===== config.mk =====
export PLATFORM = sky130hd
export DESIGN_NAME = xport_mux
export DESIGN_NICKNAME = d
export VERILOG_FILES = /design/src/rtl/xport_mux.sv
export SDC_FILE = /design/constraint.sdc
export NUM_CORES = 1
export LEC_CHECK = 0
export ABC_AREA = 1
export BUFFER_PORTS_ARGS = -buffer_cell sky130_fd_sc_hd__clkbuf_2
export CAP_MARGIN = 20
export CORE_AREA = 3 3 51 58
export CTS_BUF_LIST = sky130_fd_sc_hd__clkbuf_2
export CTS_CLUSTER_DIAMETER = 100
export DETAILED_ROUTE_END_ITERATION = 8
export DIE_AREA = 0 0 54 61
export GPL_TIMING_DRIVEN = 0
export PLACE_DENSITY = 0.93
export REMOVE_ABC_BUFFERS = 1
export SLEW_MARGIN = 10
export SYNTH_ARGS = -nofsm -noshare
export SYNTH_HDL_FRONTEND = slang
export SYNTH_SLANG_ARGS = --single-unit

===== constraint.sdc =====
create_clock -name clk -period 3.45 [get_ports clk]
set_input_delay 0.345 -clock clk [delete_from_list [all_inputs] [get_ports clk]]
set_output_delay 0.345 -clock clk [all_outputs]
set_load 0.02 [all_outputs]

===== src/rtl/xport_mux.sv =====
module xport_mux #(
  parameter int ADDR_W = 16,
  parameter logic [ADDR_W-1:0] DIR_ADDR = 'hFFCD,
  parameter logic [ADDR_W-1:0] DAT_ADDR = 'hFFCF,
  parameter int SYNC_STAGES = 2
) (
  input  logic              clk,
  input  logic              rst_n,
  input  logic [2:0]        mode_i,
  input  logic [ADDR_W-1:0] bus_addr,
  input  logic              bus_wr,
  input  logic              bus_rd,
  input  logic [7:0]        bus_wdata,
  output logic [7:0]        bus_rdata,
  input  logic [3:0]        chip_sel,
  input  logic              rfsh_strobe,
  input  logic              rfsh_en,
  input  logic [4:0]        pin_in,
  output logic [4:0]        pin_out,
  output logic [4:0]        pin_oe
);

  localparam logic [2:0] RSV_BITS = 3'b111;
  localparam logic [4:0] CS0_RESET = 5'b10000;

  logic [2:0] mode_q;
  logic [4:0] dir_q, dat_q;
  logic [4:0] sync_q [SYNC_STAGES];
  logic       expanded, rom_off, rfsh_own, sel_dir, sel_dat;
  logic [4:0] cs_map, gpio_oe, rd_bits;

  assign rom_off  = (mode_i >= 3'd1) && (mode_i <= 3'd4);
  assign expanded = (mode_q != 3'd0) && (mode_q != 3'd7);
  assign rfsh_own = expanded & rfsh_en;
  assign sel_dir  = (bus_addr == DIR_ADDR);
  assign sel_dat  = (bus_addr == DAT_ADDR);

  always_ff @(posedge clk) begin
    if (!rst_n) begin
      mode_q <= mode_i;
      dir_q  <= rom_off ? CS0_RESET : 5'b00000;
      dat_q  <= 5'b00000;
    end else begin
      if (bus_wr && sel_dir) dir_q <= bus_wdata[4:0];
      if (bus_wr && sel_dat) dat_q <= bus_wdata[4:0];
    end
  end

  always_ff @(posedge clk) begin
    if (!rst_n) begin
      for (int s = 0; s < SYNC_STAGES; s++) sync_q[s] <= '0;
    end else begin
      sync_q[0] <= pin_in;
      for (int s = 1; s < SYNC_STAGES; s++) sync_q[s] <= sync_q[s-1];
    end
  end

  assign cs_map  = {chip_sel[0], chip_sel[1], chip_sel[2], chip_sel[3], 1'b0};
  assign gpio_oe = expanded ? {4'b0000, dir_q[0] & ~rfsh_own} : dir_q;
  assign pin_oe  = expanded ? {dir_q[4:1], dir_q[0] | rfsh_own} : dir_q;
  assign pin_out = expanded ? {cs_map[4:1], rfsh_own ? rfsh_strobe : dat_q[0]} : dat_q;
  assign rd_bits = (gpio_oe & dat_q) | (~gpio_oe & sync_q[SYNC_STAGES-1]);

  assign bus_rdata = !bus_rd ? 8'h00 :
                     sel_dir ? 8'hFF :
                     sel_dat ? {RSV_BITS, rd_bits} : 8'h00;

endmodule


==> results of run 1 <==
-- layer usage --
layer	GRT usage	wire length, µm	share of wire
met5	0	0	0
met2	0.2907	1148	0.47
met4	0.07473	44	0.018
met3	0.03931	270	0.11
met1	0.1643	975	0.40
-- cells by family (layout without fill, tap and decap cells) --
group | Yosys count | count (layout)
simple gates | 88 | 88
compound gates | 12 | 12
flops | 23 | 23
xor+xnor | 1 | 1
buf+inv | 41 | 92
-- worst max-delay path by stage --
| stage | from | cells after the start | slack (ps) | end |
|---|---|---|---|---|
| after floorplan | bus_addr[5] | 7 | 1530 | bus_rdata[1] |
| after global placement | bus_addr[5] | 6 | 1640 | dir_q[2] |
| final | mode_q[0] | 8 | 1350 | bus_rdata[1] |
| after CTS | mode_q[0] | 8 | 1350 | bus_rdata[1] |
| after global routing | mode_q[0] | 9 | 1160 | bus_rdata[1] |
| after detailed placement | bus_addr[5] | 6 | 1550 | dir_q[3] |
-- power by group through the flow --
| stage | combinational, mW | clock [mW] | sequential (mW) |
|---|---|---|---|
| CTS | 0.0913 | 0.104 | 0.301 |
| finish | 0.0901 | 0.103 | 0.301 |
| detailed placement | 0.0908 | 0 | 0.307 |
| global route | 0.103 | 0.115 | 0.302 |
| floorplan | 0.0421 | 0 | 0.311 |
| global placement | 0.0886 | 0 | 0.306 |
-- registers in the layout, summed over array words and instances, names as in the netlist --
register	count
mode_q	3
dat_q	5
dir_q	5
sync_q	10
-- cells in the mapped netlist (2+ instances only) --
library cell / instances / area [µm²]
nand2_1: 55 / 206.5
a21oi_1: 7 / 35.03
dfxtp_1: 15 / 300.3
inv_1: 32 / 120.1
o21ai_0: 4 / 20.02
edfxtp_1: 8 / 240.2
nand3_1: 17 / 85.08
buf_4: 6 / 45.04
nor2_1: 6 / 22.52
nor2_2: 3 / 18.77
buf_2: 2 / 10.01
nand2_2: 2 / 12.51
-- metrics by stage --
| stage | hold WS [ps] | area, µm² | utilization | cells | total power [mW] |
|---|---|---|---|---|---|
| floorplan | 390.0 | 1130 | - | 156 | 0.3531 |
| global placement | 395.3 | 1449 | 0.5917 | 243 | 0.3949 |
| detailed placement | 395.3 | 1449 | 0.5917 | 243 | 0.3976 |
| CTS | 179.7 | 1469 | 0.5999 | 247 | 0.4961 |
| global route | 165.5 | 1469 | 0.5999 | 247 | 0.5205 |
| finish | 179.8 | 1469 | 0.5999 | 247 | 0.4940 |
-- final cells by class --
class,instances,area share
well taps,31,0.02641
clock buffers,4,0.01363
multi-input cells,101,0.3194
flip-flops and latches,23,0.3680
inverters,32,0.08177
repair buffers,56,0.1908
-- worst min-delay path: cells and delay by family --
| kind | cells | cell delay [ps] |
|---|---|---|
| AND/OR/NAND/NOR | 1 | 40 |
| buffers and inverters | 2 | 110 |
==> flow_metrics.py, run 1 <==
metrics = {
    "status": {
        "status": "finished, final reports clean",
    },
    "sta": {
        "fin_crit_ps": 2097,
        "clock_skew_ps": 0.3595,
        "setup_tns_ps": 0,
        "worst_pin_slew_ps": 715.5,
        "rsz0062_at_grt": "false",
        "worst_slack_ps": 1353,
        "setup_viol": 0,
        "hold_viol_final": 0,
        "fmax_mhz": 476.9,
        "layout_worst_path_cycle_share": 0.6078,
        "relSlewSlack": 0.5180,
        "drv_slew": 0,
    },
    "setup_path": {
        "r2r-end": "dat_q[3]",
        "r2r_setup_slack_ps": 2800,
        "crit_path_frequent_cell": "nand2_1",
        "start_kind": "register",
        "cp_slowest_stage_delay_ps": 430,
        "r2r-start": "dat_q[3]",
        "critPathBufInv": 2,
        "required_ps": 3110,
        "r2r_cells": 2,
        "crit_type": "register to output pin",
        "path_delay_family": "simple AND/OR/NAND/NOR gates",
        "slowest_stage": "edfxtp_1",
        "critical_path.cell_chain": "nor2_1 > nand2_1 > nand2_1 > nand2_1 > o21ai_0 > o21ai_1 > inv_1 > clkbuf_2",
        "cp.arrival_ps": 1750,
        "critPathMaxFanout": 11,
        "crit_path_end_kind": "output pin",
    },
    "routing": {
        "totalWireLength_mm": 2.438,
        "via_count": 1103,
        "drtIter0Drc": 32,
        "ant_nets": 0,
        "drc": 0,
        "via_per_inst": 4.466,
        "wl_per_cell_um": 9.870,
        "dr.pass1.iters": 4,
    },
    "cells_and_area": {
        "most-common-layout-cells": "clkbuf_2 (60), nand2_1 (55), inv_1 (32)",
        "drive_above_1_share": 0.3194,
        "ff_latch_area_um2": 540.5,
        "multiInputGateArea_um2": 469.2,
        "fin_nets": 259,
        "area_delta_synth_final_pct": 23.58,
        "layout_commonest_cell": "clkbuf_2",
        "fill_cells": 229,
        "num_antenna_cells": 0,
    },
    "power": {
        "clockPowerShare": 0.209,
        "cellPowerDensity_mw_per_mm2": 336.3,
        "share_comb_of_total_power": 0.182,
        "p_leak_nw": 0.8473,
        "switchingPower_uw": 133.5,
        "worst_ir_drop_vdd_uv": 287.4,
        "power_frac_seq": 0.609,
        "p_int_uw": 360.5,
        "switching_share": 0.2703,
    },
    "hold_path": {
        "whs_endpoint": "sync_q[0][0]",
        "hold_class": "input pin to register",
        "hold_depth": 3,
        "hp-start": "pin_in[0]",
    },
    "synthesis": {
        "synth-async-reset-ratio": 0,
        "synth_enable_flop_cells": 8,
        "ys_seq_area_frac": 0.4547,
        "synthSimpleGateAreaFrac": 0.3368,
        "ys_types": 20,
        "synthXorXnorAreaFrac": 0.007368,
        "netlist_area_mm2": 0.001189,
        "synthMuxAreaShare": 0,
        "yosys.area_share.adder": 0,
        "synth_compound_area_frac": 0.05053,
        "synth_top_family_by_area": "simple AND/OR/NAND/NOR gates",
        "syn_avg_cell_area_um2": 7.204,
        "yosysWarnings": 0,
        "ys_ff_latch": 23,
        "synthFlopType": "dfxtp_1",
        "synthCells": 165,
    },
    "floorplan": {
        "die_h_um": 61,
        "rows": 19,
        "die_x_um": 54,
        "io_pins": 60,
        "core_mm2": 0.002449,
        "die-area_mm2": 0.003294,
        "start_util": 0.4854,
    },
    "global_route": {
        "antenna_found_initial": 0,
        "grt_max_degree": 19,
        "grtUsageTotal": 0.1578,
        "overflow": 0,
        "grt_pass1_wl_mm": 3.767,
        "grt_pass1_vias": 1015,
    },
    "clock_tree": {
        "post_cts.repair.setup_buffers": 0,
        "clockBufferDepth": 2,
        "clock_latency_ps": 320,
        "cts_resized": 0,
        "cts_inserted_buffers": 3,
        "cts_tree": "built",
        "htreeDepth": 1,
        "cts.clk_slew.worst_paths_ps": 190,
        "clock-sinks": 23,
        "root_buffer": "clkbuf_2",
        "cts.hold.buffers_added": 0,
    },
    "placement": {
        "dpl.hpwl_mm": 2.065,
        "post-place-ws_ps": 1552,
        "gp_congestion": 0.7616,
        "portBuffers": 56,
    },
    "flow_run": {
        "drv_cap": 0,
    },
}
(Power assumes the default switching activity.)
==> inputs of run 2 (changes only) <==
--- a/config.mk
+++ b/config.mk
@@ -8,13 +8,13 @@
 export ABC_AREA = 1
 export BUFFER_PORTS_ARGS = -buffer_cell sky130_fd_sc_hd__clkbuf_2
 export CAP_MARGIN = 20
-export CORE_AREA = 3 3 51 58
+export CORE_AREA = 3 3 55 62
 export CTS_BUF_LIST = sky130_fd_sc_hd__clkbuf_2
 export CTS_CLUSTER_DIAMETER = 100
 export DETAILED_ROUTE_END_ITERATION = 8
-export DIE_AREA = 0 0 54 61
+export DIE_AREA = 0 0 58 65
 export GPL_TIMING_DRIVEN = 0
-export PLACE_DENSITY = 0.93
+export PLACE_DENSITY = 0.86
 export REMOVE_ABC_BUFFERS = 1
 export SLEW_MARGIN = 10
 export SYNTH_ARGS = -nofsm -noshare
==> constraint.sdc (replaced) <==
create_clock -name clk -period 1.9 [get_ports clk]
set_input_delay 0.19 -clock clk [delete_from_list [all_inputs] [get_ports clk]]
set_output_delay 0.19 -clock clk [all_outputs]
set_load 0.02 [all_outputs]
==> flow_metrics.py, run 2 (synthesis results as in run 1) <==
metrics = {
    "placement": {
        "dp.cells": 245,
        "gp_congestion": 0.7316,
        "dpl.hpwl_mm": 2.075,
        "portBuffers": 56,
    },
    "setup_path": {
        "cp-endpoint": "bus_rdata[1]",
        "start_kind": "register",
        "slowest_stage": "edfxtp_1",
        "cp_slowest_stage_delay_ps": 420,
        "crit_type": "register to output pin",
        "critPathBufInv": 2,
        "critical_path.cell_chain": "nor2_1 > nand2_2 > nand2_4 > nand2_2 > o21ai_0 > o21ai_1 > inv_1 > buf_2",
        "required_ps": 1710,
        "r2r_cells": 2,
        "crit_path_frequent_cell": "nand2_2",
        "cp.depth": 8,
        "path_delay_family": "simple AND/OR/NAND/NOR gates",
        "critPathMaxFanout": 11,
        "crit_start": "mode_q[0]",
        "r2r-end": "dat_q[2]",
        "r2r-start": "dat_q[2]",
        "r2r_setup_slack_ps": 1250,
        "cp.arrival_ps": 1590,
        "crit_path_end_kind": "output pin",
    },
    "sta": {
        "clock_skew_ps": 0.3015,
        "layout_worst_path_cycle_share": 0.9375,
        "fin_crit_ps": 1781,
        "relSlewSlack": 0.5244,
        "fmax_mhz": 561.4,
        "worst_pin_slew_ps": 705.9,
        "setup_tns_ps": 0,
        "setup_viol": 0,
        "drv_slew": 0,
        "rsz0062_at_grt": "true",
        "hold_viol_final": 0,
    },
    "routing": {
        "totalWireLength_mm": 2.514,
        "ant_nets": 0,
        "dr.pass1.iters": 4,
        "wl_per_cell_um": 10.10,
        "drc": 0,
        "drtIter0Drc": 35,
        "via_count": 1116,
        "via_per_inst": 4.482,
    },
    "power": {
        "switchingPower_uw": 242.3,
        "p_int_uw": 656.7,
        "power_frac_seq": 0.608,
        "cellPowerDensity_mw_per_mm2": 601.3,
        "p_leak_nw": 0.8540,
        "switching_share": 0.2695,
        "share_comb_of_total_power": 0.189,
        "clockPowerShare": 0.204,
        "worst_ir_drop_vdd_uv": 368.0,
    },
    "floorplan": {
        "die_x_um": 58,
        "rows": 20,
        "die_h_um": 65,
        "core_mm2": 0.002803,
        "start_util": 0.4241,
        "die-area_mm2": 0.003770,
        "io_pins": 60,
    },
    "cells_and_area": {
        "drive_above_1_share": 0.3426,
        "ff_latch_area_um2": 540.5,
        "largest_reg_flops": 10,
        "most-common-layout-cells": "clkbuf_2 (58), nand2_1 (52), inv_1 (32)",
        "fill_cells": 293,
        "reg_top3": "sync_q (10), dat_q (5), dir_q (5)",
        "num_antenna_cells": 0,
        "top_register": "sync_q",
        "finalNonFillerCells": 249,
        "layout_commonest_cell": "clkbuf_2",
        "area_delta_synth_final_pct": 25.79,
        "multiInputGateArea_um2": 490.5,
        "fin_nets": 259,
    },
    "clock_tree": {
        "cts_inserted_buffers": 3,
        "cts_tree": "built",
        "htreeDepth": 1,
        "clock_latency_ps": 300,
        "post_cts.repair.setup_buffers": 0,
        "clock-sinks": 23,
        "clockBufferDepth": 2,
        "cts.hold.buffers_added": 0,
        "cts.clk_slew.worst_paths_ps": 190,
        "root_buffer": "clkbuf_2",
    },
    "global_route": {
        "overflow": 0,
        "grtUsageTotal": 0.1369,
        "grt_pass1_wl_mm": 3.933,
        "antenna_found_initial": 0,
        "grt_max_degree": 19,
        "grt_pass1_vias": 955,
    },
    "status": {
        "status": "finished, final reports clean",
    },
    "hold_path": {
        "hold_class": "input pin to register",
    },
    "flow_run": {
        "drv_cap": 0,
    },
}
## run 2: timing repair
action / CTS / global route
resized for setup: 1 / 8
pin swaps: 0 / 2
setup endpoints to repair: 2 / 5
## run 2: through the flow
stage	power, mW	worst slack, ps	cell area (µm²)	hold WS [ps]	util
floorplan	0.6411	290.3	1130	283.5	-
global route	0.9546	-63.39	1495	20.86	0.5335
global placement	0.7175	227.3	1451	370.9	0.5179
detailed placement	0.7228	146.7	1451	374.6	0.5179
CTS	0.9058	50.28	1474	20.31	0.5259
finish	0.8990	118.8	1495	39.61	0.5335
## run 2: final cells by class
type	count	share of cell area
Tap cell	33	0.02762
Sequential cell	23	0.3615
Clock buffer	4	0.01339
Inverter	32	0.08033
Multi-Input combinational cell	101	0.3280
Timing Repair Buffer	56	0.1891
## run 2: how the worst min path moves through the flow
| stage | slack, ps | cells after the start | from | endpoint |
|---|---|---|---|---|
| 6_report | 40 | 3 | pin_in[2] | sync_q[0][2] |
| 5_1_grt | 20 | 1 | mode_i[1] | mode_q[1] |
| 4_1_cts | 20 | 3 | pin_in[1] | sync_q[0][1] |
| 3_5_place_dp | 370 | 3 | pin_in[1] | sync_q[0][1] |
| 3_3_place_gp | 370 | 3 | pin_in[0] | sync_q[0][0] |
| 2_1_floorplan | 280 | 2 | rst_n | sync_q[0][0] |
## run 2: worst register-to-register path: stages, from the launching register on
cell and delay (ps):
dfxtp_1 410, nand2_1 70, a21oi_1 120
## run 2: power by group through the flow
| stage | clock network, mW | registers [mW] | logic [mW] |
|---|---|---|---|
| finish | 0.183 | 0.546 | 0.170 |
| global route | 0.214 | 0.549 | 0.192 |
| CTS | 0.192 | 0.546 | 0.168 |
| detailed placement | 0 | 0.557 | 0.166 |
| global placement | 0 | 0.556 | 0.161 |
| floorplan | 0 | 0.565 | 0.0764 |
## run 2: metal layers
metal / part of all wire / track usage / vias up
met5: 0 / 0 / -
met4: 0.0072 / 0.05217 / 0
met3: 0.11 / 0.03785 / 2
met2: 0.50 / 0.2500 / 43
met1: 0.38 / 0.1462 / 474
li1: - / - / 597
